<file path="src/rtl/xlate_pkg.sv">
package xlate_pkg;
  localparam int XW = 32;

  typedef enum logic [1:0] {
    ACC_FETCH = 2'd0,
    ACC_LOAD  = 2'd1,
    ACC_STORE = 2'd2,
    ACC_RSVD  = 2'd3
  } acc_kind_e;

  typedef enum logic [2:0] {
    CLS_INT   = 3'd0,
    CLS_FLOAT = 3'd1,
    CLS_RESV  = 3'd2,
    CLS_EXT   = 3'd3,
    CLS_CACHE = 3'd4
  } acc_class_e;

  typedef enum logic [1:0] {
    EXC_NONE  = 2'd0,
    EXC_INSN  = 2'd1,
    EXC_DATA  = 2'd2,
    EXC_ALIGN = 2'd3
  } exc_kind_e;

  localparam logic [XW-1:0] SYN_STORE    = 32'h0200_0000;
  localparam logic [XW-1:0] CODE_PROT    = 32'h0800_0000;
  localparam logic [XW-1:0] CODE_NOEXEC  = 32'h1000_0000;
  localparam logic [XW-1:0] CODE_MISS    = 32'h4000_0000;
  localparam logic [XW-1:0] SYN_RESV     = 32'h0400_0000;
  localparam logic [XW-1:0] SYN_EXT      = 32'h0410_0000;
  localparam logic [8:0]    BUID_BYPASS  = 9'h07F;

  localparam int SEG_DS_BIT = 31;
  localparam int SEG_KS_BIT = 30;
  localparam int SEG_KU_BIT = 29;
  localparam int SEG_NX_BIT = 28;

  typedef struct packed {
    logic [XW-1:0] raddr;
    logic [2:0]    perm;
    exc_kind_e     exc;
    logic [XW-1:0] code;
    logic [XW-1:0] syn;
    logic          far_load;
  } xlate_res_t;
endpackage

</file>
<file path="src/rtl/xlate_seg_sel.sv">
module xlate_seg_sel #(
  parameter int NSEG  = 16,
  parameter int SEL_W = $clog2(NSEG)
) (
  input  logic [NSEG*32-1:0] seg_file,
  input  logic [SEL_W-1:0]   sel,
  output logic [31:0]        seg
);
  logic [31:0] slots [NSEG];

  for (genvar g = 0; g < NSEG; g++) begin : g_slot
    assign slots[g] = seg_file[g*32 +: 32];
  end

  assign seg = slots[sel];
endmodule

</file>
<file path="src/rtl/xlate_prot.sv">
module xlate_prot (
  input  logic       key,
  input  logic [1:0] pp,
  input  logic       nx,
  output logic [2:0] perm
);
  logic rd, wr;

  always_comb begin
    rd = 1'b1;
    wr = 1'b0;
    if (!key) begin
      wr = (pp != 2'd3);
    end else begin
      unique case (pp)
        2'd0:    rd = 1'b0;
        2'd2:    wr = 1'b1;
        default: wr = 1'b0;
      endcase
    end
    perm = {rd & ~nx, wr, rd};
  end
endmodule

</file>
<file path="src/rtl/xlate_decide.sv">
module xlate_decide
  import xlate_pkg::*;
#(
  parameter int PAGE_BITS = 12,
  localparam int RPN_W    = XW - PAGE_BITS
) (
  input  logic          real_mode,
  input  acc_kind_e     kind,
  input  acc_class_e    cls,
  input  logic [XW-1:0] ea,
  input  logic          bt_hit,
  input  logic [XW-1:0] bt_raddr,
  input  logic [2:0]    bt_perm,
  input  logic [31:0]   seg,
  input  logic          key,
  input  logic          pt_found,
  input  logic [RPN_W-1:0] pt_rpn,
  input  logic [2:0]    pt_perm,
  output xlate_res_t    res
);
  logic [2:0] need;
  logic       is_fetch, is_store;
  logic [2:0] ds_perm;

  function automatic xlate_res_t insn_fault(input logic [XW-1:0] c);
    xlate_res_t r;
    r = '0;
    r.exc  = EXC_INSN;
    r.code = c;
    return r;
  endfunction

  function automatic xlate_res_t data_fault(input logic [XW-1:0] base, input logic st);
    xlate_res_t r;
    r = '0;
    r.exc      = EXC_DATA;
    r.syn      = base | (st ? SYN_STORE : '0);
    r.far_load = 1'b1;
    return r;
  endfunction

  function automatic xlate_res_t perm_fault(input logic f, input logic st);
    return f ? insn_fault(CODE_PROT) : data_fault(CODE_PROT, st);
  endfunction

  function automatic xlate_res_t grant(input logic [XW-1:0] a, input logic [2:0] p);
    xlate_res_t r;
    r = '0;
    r.raddr = a;
    r.perm  = p;
    return r;
  endfunction

  assign is_fetch = (kind == ACC_FETCH);
  assign is_store = (kind == ACC_STORE);
  assign ds_perm  = key ? 3'b011 : 3'b001;

  always_comb begin
    unique case (kind)
      ACC_FETCH: need = 3'b100;
      ACC_STORE: need = 3'b010;
      default:   need = 3'b001;
    endcase
  end

  always_comb begin
    res = '0;
    if (real_mode) begin
      res = grant(ea, 3'b111);
    end else if (bt_hit) begin
      if ((need & ~bt_perm) != 3'b000) res = perm_fault(is_fetch, is_store);
      else                             res = grant(bt_raddr, bt_perm);
    end else if (seg[SEG_DS_BIT]) begin
      if (seg[28:20] == BUID_BYPASS) begin
        res = grant({seg[3:0], ea[27:0]}, 3'b111);
      end else if (is_fetch) begin
        res = insn_fault(CODE_NOEXEC);
      end else begin
        unique case (cls)
          CLS_INT: begin
            if ((need & ~ds_perm) != 3'b000) res = data_fault(CODE_PROT, is_store);
            else                             res = grant(ea, ds_perm);
          end
          CLS_FLOAT: begin
            res = '0;
            res.exc      = EXC_ALIGN;
            res.far_load = 1'b1;
          end
          CLS_RESV:  res = data_fault(SYN_RESV, is_store);
          CLS_EXT:   res = data_fault(SYN_EXT, is_store);
          default:   res = grant(ea, 3'b000);
        endcase
      end
    end else if (is_fetch && seg[SEG_NX_BIT]) begin
      res = insn_fault(CODE_NOEXEC);
    end else if (!pt_found) begin
      res = is_fetch ? insn_fault(CODE_MISS) : data_fault(CODE_MISS, is_store);
    end else if ((need & ~pt_perm) != 3'b000) begin
      res = perm_fault(is_fetch, is_store);
    end else begin
      res = grant({pt_rpn, ea[PAGE_BITS-1:0]}, pt_perm);
    end
  end
endmodule

</file>
<file path="src/rtl/xlate_seq.sv">
module xlate_seq
  import xlate_pkg::*;
#(
  parameter int NSEG      = 16,
  parameter int PAGE_BITS = 12,
  localparam int SEL_W    = $clog2(NSEG),
  localparam int RPN_W    = XW - PAGE_BITS
) (
  input  logic                clk,
  input  logic                rst_n,
  input  logic                req_valid,
  input  logic [XW-1:0]       req_ea,
  input  logic [1:0]          req_kind,
  input  logic [2:0]          req_class,
  input  logic                req_real,
  input  logic                req_user,
  input  logic                bt_hit,
  input  logic [XW-1:0]       bt_raddr,
  input  logic [2:0]          bt_perm,
  input  logic [NSEG*32-1:0]  seg_file,
  input  logic                pt_found,
  input  logic [RPN_W-1:0]    pt_rpn,
  input  logic [1:0]          pt_pp,
  output logic                rsp_done,
  output logic [XW-1:0]       rsp_raddr,
  output logic [2:0]          rsp_perm,
  output logic [1:0]          rsp_exc,
  output logic [XW-1:0]       rsp_code,
  output logic [XW-1:0]       rsp_syn,
  output logic [XW-1:0]       rsp_far
);
  logic [31:0] seg;
  logic        key;
  logic [2:0]  pt_perm;
  xlate_res_t  res;

  logic          done_q, done_d;
  logic [XW-1:0] raddr_q, code_q, syn_q, far_q, far_d;
  logic [2:0]    perm_q;
  logic [1:0]    exc_q;
  logic          res_en;

  xlate_seg_sel #(.NSEG(NSEG)) u_seg_sel (
    .seg_file (seg_file),
    .sel      (req_ea[XW-1 -: SEL_W]),
    .seg      (seg)
  );

  assign key = req_user ? seg[SEG_KU_BIT] : seg[SEG_KS_BIT];

  xlate_prot u_prot (
    .key  (key),
    .pp   (pt_pp),
    .nx   (seg[SEG_NX_BIT]),
    .perm (pt_perm)
  );

  xlate_decide #(.PAGE_BITS(PAGE_BITS)) u_decide (
    .real_mode (req_real),
    .kind      (acc_kind_e'(req_kind)),
    .cls       (acc_class_e'(req_class)),
    .ea        (req_ea),
    .bt_hit    (bt_hit),
    .bt_raddr  (bt_raddr),
    .bt_perm   (bt_perm),
    .seg       (seg),
    .key       (key),
    .pt_found  (pt_found),
    .pt_rpn    (pt_rpn),
    .pt_perm   (pt_perm),
    .res       (res)
  );

  // next state
  always_comb begin
    done_d = req_valid;
    res_en = req_valid;
    far_d  = (req_valid && res.far_load) ? req_ea : far_q;
  end

  // registers
  always_ff @(posedge clk or negedge rst_n) begin
    if (!rst_n) begin
      done_q  <= 1'b0;
      raddr_q <= '0;
      perm_q  <= '0;
      exc_q   <= '0;
      code_q  <= '0;
      syn_q   <= '0;
      far_q   <= '0;
    end else begin
      done_q <= done_d;
      far_q  <= far_d;
      if (res_en) begin
        raddr_q <= res.raddr;
        perm_q  <= res.perm;
        exc_q   <= res.exc;
        code_q  <= res.code;
        syn_q   <= res.syn;
      end
    end
  end

  assign rsp_done  = done_q;
  assign rsp_raddr = raddr_q;
  assign rsp_perm  = perm_q;
  assign rsp_exc   = exc_q;
  assign rsp_code  = code_q;
  assign rsp_syn   = syn_q;
  assign rsp_far   = far_q;
endmodule

</file>
<file path="config.mk">
export PLATFORM = sky130hd
export DESIGN_NAME = xlate_seq
export DESIGN_NICKNAME = d
export VERILOG_FILES = /design/src/rtl/xlate_pkg.sv /design/src/rtl/xlate_seg_sel.sv /design/src/rtl/xlate_prot.sv /design/src/rtl/xlate_decide.sv /design/src/rtl/xlate_seq.sv
export SDC_FILE = /design/constraint.sdc
export NUM_CORES = 1
export LEC_CHECK = 0
export ABC_AREA = 1
export BUFFER_PORTS_ARGS = -buffer_cell sky130_fd_sc_hd__buf_2
export CORE_AREA = 2 2 294 296
export DETAILED_ROUTE_END_ITERATION = 7
export DIE_AREA = 0 0 296 298
export PLACE_DENSITY = 0.35
export SETUP_SLACK_MARGIN = 0.15
export SYNTH_ARGS = -nofsm -noshare
export SYNTH_HDL_FRONTEND = slang
export SYNTH_HIERARCHICAL = 1
export SYNTH_SLANG_ARGS = --single-unit
</file>
<file path="constraint.sdc">
create_clock -name clk -period 2.17 [get_ports clk]
set_clock_uncertainty 0.15 [all_clocks]
set_input_delay 0.217 -clock clk [delete_from_list [all_inputs] [get_ports clk]]
set_output_delay 0.217 -clock clk [all_outputs]
set_load 0.01 [all_outputs]
</file>
==> results.txt <==
DR WL/cell: 18.58 um
Static Leakage: 10.14 nW
worst-path cell chain: buf_16 -> clkinv_16 -> buf_12 -> nand2_4 -> nand3_4 -> nand3_2 -> nand3_2 -> nand2_2 -> inv_2 -> o21ai_4 -> nand2_2 -> o22ai_4 -> inv_2 -> nand3_2 -> nand3_2 -> a21oi_4 -> buf_12 -> buf_12 -> nand2_8 -> nand2_2 -> nand2_2
pin count of the biggest net entering global routing: 64
Yosys warnings: 6
Final Net Count: 3,011
share of cells above drive strength 1: 41.89%
final non-filler cell total: 3,563
Psw: 3.618 mW
Worst Path Max Fanout: 8
CP startpoint kind: input pin
power share of the combinational group: 38.8%
Remaining DRCs: 0
status: finished, violations left
Site Rows: 107
total CTS buffers: 17
fin crit period: 2.396 ns
GRT Util Overall: 14.35%
hpwl dp: 51.39 mm
Post-Syn Area: 10,900 um2
first-pass GRT wire length: 90.85 mm
cells after synthesis: 1,809
Port-buffer cells: 490
post-route cell area: 18,600 um2
Final ANT Viol Nets: 0
worst hold path type: input pin to register
delay-heaviest family, CP: simple AND/OR/NAND/NOR gates
vias per inst: 3.689
CTS root buffer: clkbuf_16
Clock Latency Late Sink: 0.44 ns
Cell Pwr Density: 516.5 nW/um2
Worst-Margin Slew: 0.8904 ns
RSZ-0062 raised after global routing: true
Final Worst Setup Slack: -0.2256 ns
CP max-delay cell: o21ai_4
placed cell areas: 15,110 um2
Layout area overhead: 70.59%
CTS tree: built
Max VDD drop: 0.5534 mV
failing checks: setup timing
Starting Density: 12.84%
die area: 88,210 um2
dpl cells: 3,420
# IOs: 747
First DRT Iteration DRCs: 588
Crit. End Element: register
crit path kind: input pin to register
initial antenna violation count: 29
Period Utilization, post-route: 110.4%
CP peak stage delay: 0.24 ns
clock network power share: 29.7%
CP required: 2.35 ns
Max-slew headroom: 40.32%
Int Pwr: 5.986 mW
count of final hold-check violations: 0
clk sinks: 134
detailed-route via count: 13,140
worst hold slack: 0.001570 ns
Max-Cap Viols: 0
syn avg cell area: 6.026 um2
CP arrival: 2.58 ns
routability cong.: 0.8323
Sw Share: 37.67%
final number of setup-violating endpoints: 73
die width: 296 um
worst path bufs/invs: 7
clk buf depth: 2
Slew Viols, Final: 0
H-tree levels: 4
height of the die: 298 um
vias in the first global route: 13,190
Reg clk slew, reported paths: 0.06 ns
f_max: 417.4 MHz
drt first pass iters: 5
CORE AREA: 84,880 um2
TNS Setup: -12.51 ns
register share of total power: 31.5%
Routed WL: 66.22 mm
total grt overflow: 0
power after layout: 9.604 mW
==> metrics by stage <==
step                setup slack, ns  util (%)
floorplan                   -0.4188         -
global placement             -1.068     17.80
detailed placement           -1.156     17.80
CTS                         -0.2013     20.31
global route                -0.3609     21.90
finish                      -0.2256     21.91
==> worst paths after layout <==
path                               start  slack [ns]             to  cells after the start
setup / recovery              req_ea[28]       -0.23    rsp_far[31]                     21
min in group asynchronous          rst_n        0.08  rsp_raddr[12]                      2
hold reg to reg              rsp_far[26]        0.33    rsp_far[26]                      2
max in group asynchronous          rst_n        1.11   rsp_code[11]                      3
setup reg to reg           rsp_raddr[10]        1.38  rsp_raddr[10]                      2
hold / removal              bt_raddr[15]       0.002  rsp_raddr[15]                      5
==> metal layers <==
layer / global-route usage (%) / up-vias / part of all wire, %
met1: 19.57 / 6077 / 47
met4: 2.910 / 18 / 1.2
met3: 4.737 / 59 / 8.6
met2: 21.92 / 447 / 43
li1: - / 6542 / -
met5: 0 / - / 0.16
==> power groups by stage <==
stage / combinational, mW / sequential [mW] / clock (mW)
2_1_floorplan: 1.37 / 3.19 / 0
3_3_place_gp: 3.00 / 3.06 / 0
3_5_place_dp: 2.99 / 3.05 / 0
4_1_cts: 3.40 / 3.02 / 2.99
5_1_grt: 4.09 / 3.07 / 3.09
6_report: 3.72 / 3.02 / 2.86
==> area by class of cell <==
cell class	count	area [um2]
fillers	9841	66280
clock buffers	20	456.7
well taps	1144	1431
clock inverters	12	92.59
flip-flops and latches	134	3353
inverters	329	1281
repair buffers	712	5356
diodes	8	20.02
multi-input cells	1203	6588
repair inverters	1	16.27
==> registers in the layout, summed over array words and instances (netlist names) <==
| register | flops |
|---|---|
| rsp_exc | 2 |
| rsp_raddr | 32 |
| rsp_code | 32 |
| rsp_done | 1 |
| rsp_perm | 3 |
| rsp_syn | 32 |
| rsp_far | 32 |
==> repair_timing <==
item,4_1_cts,5_1_grt
gates resized for setup,129,218
hold buffers,38,0
hold endpoints to repair,172,0
setup endpoints to repair,76,76
gates cloned,16,12
buffers inserted,19,18
pin swaps,30,75
==> layout by cell type (no fill, tap or decap), types with 3 or more instances in the layout <==
cell type	instances
nand2_1	550
buf_2	485
inv_1	315
nand3_1	143
dfrtp_1	134
nand3_2	126
buf_4	96
nand2_2	88
o21ai_0	61
conb_1	56
buf_12	42
o21ai_1	38
dlygate4sd3_1	38
nor2_1	36
clkbuf_16	28
buf_6	23
nand2_4	17
nand3_4	17
a21oi_1	16
a21oi_2	14
buf_16	13
diode_2	8
o21ai_2	8
inv_2	7
nand2_8	5
inv_6	5
nor2_4	5
clkinvlp_4	4
inv_4	3
nor2_2	3
nand4_1	3
a21oi_4	3
nor3_1	3
==> tightest hold or removal path, stage by stage <==
cell	delay (ns)
buf_2	0.10
nand2_1	0.05
nand3_1	0.07
nand2_1	0.04
o21ai_1	0.06
No activity file was read; power rests on OpenSTA's default activity.
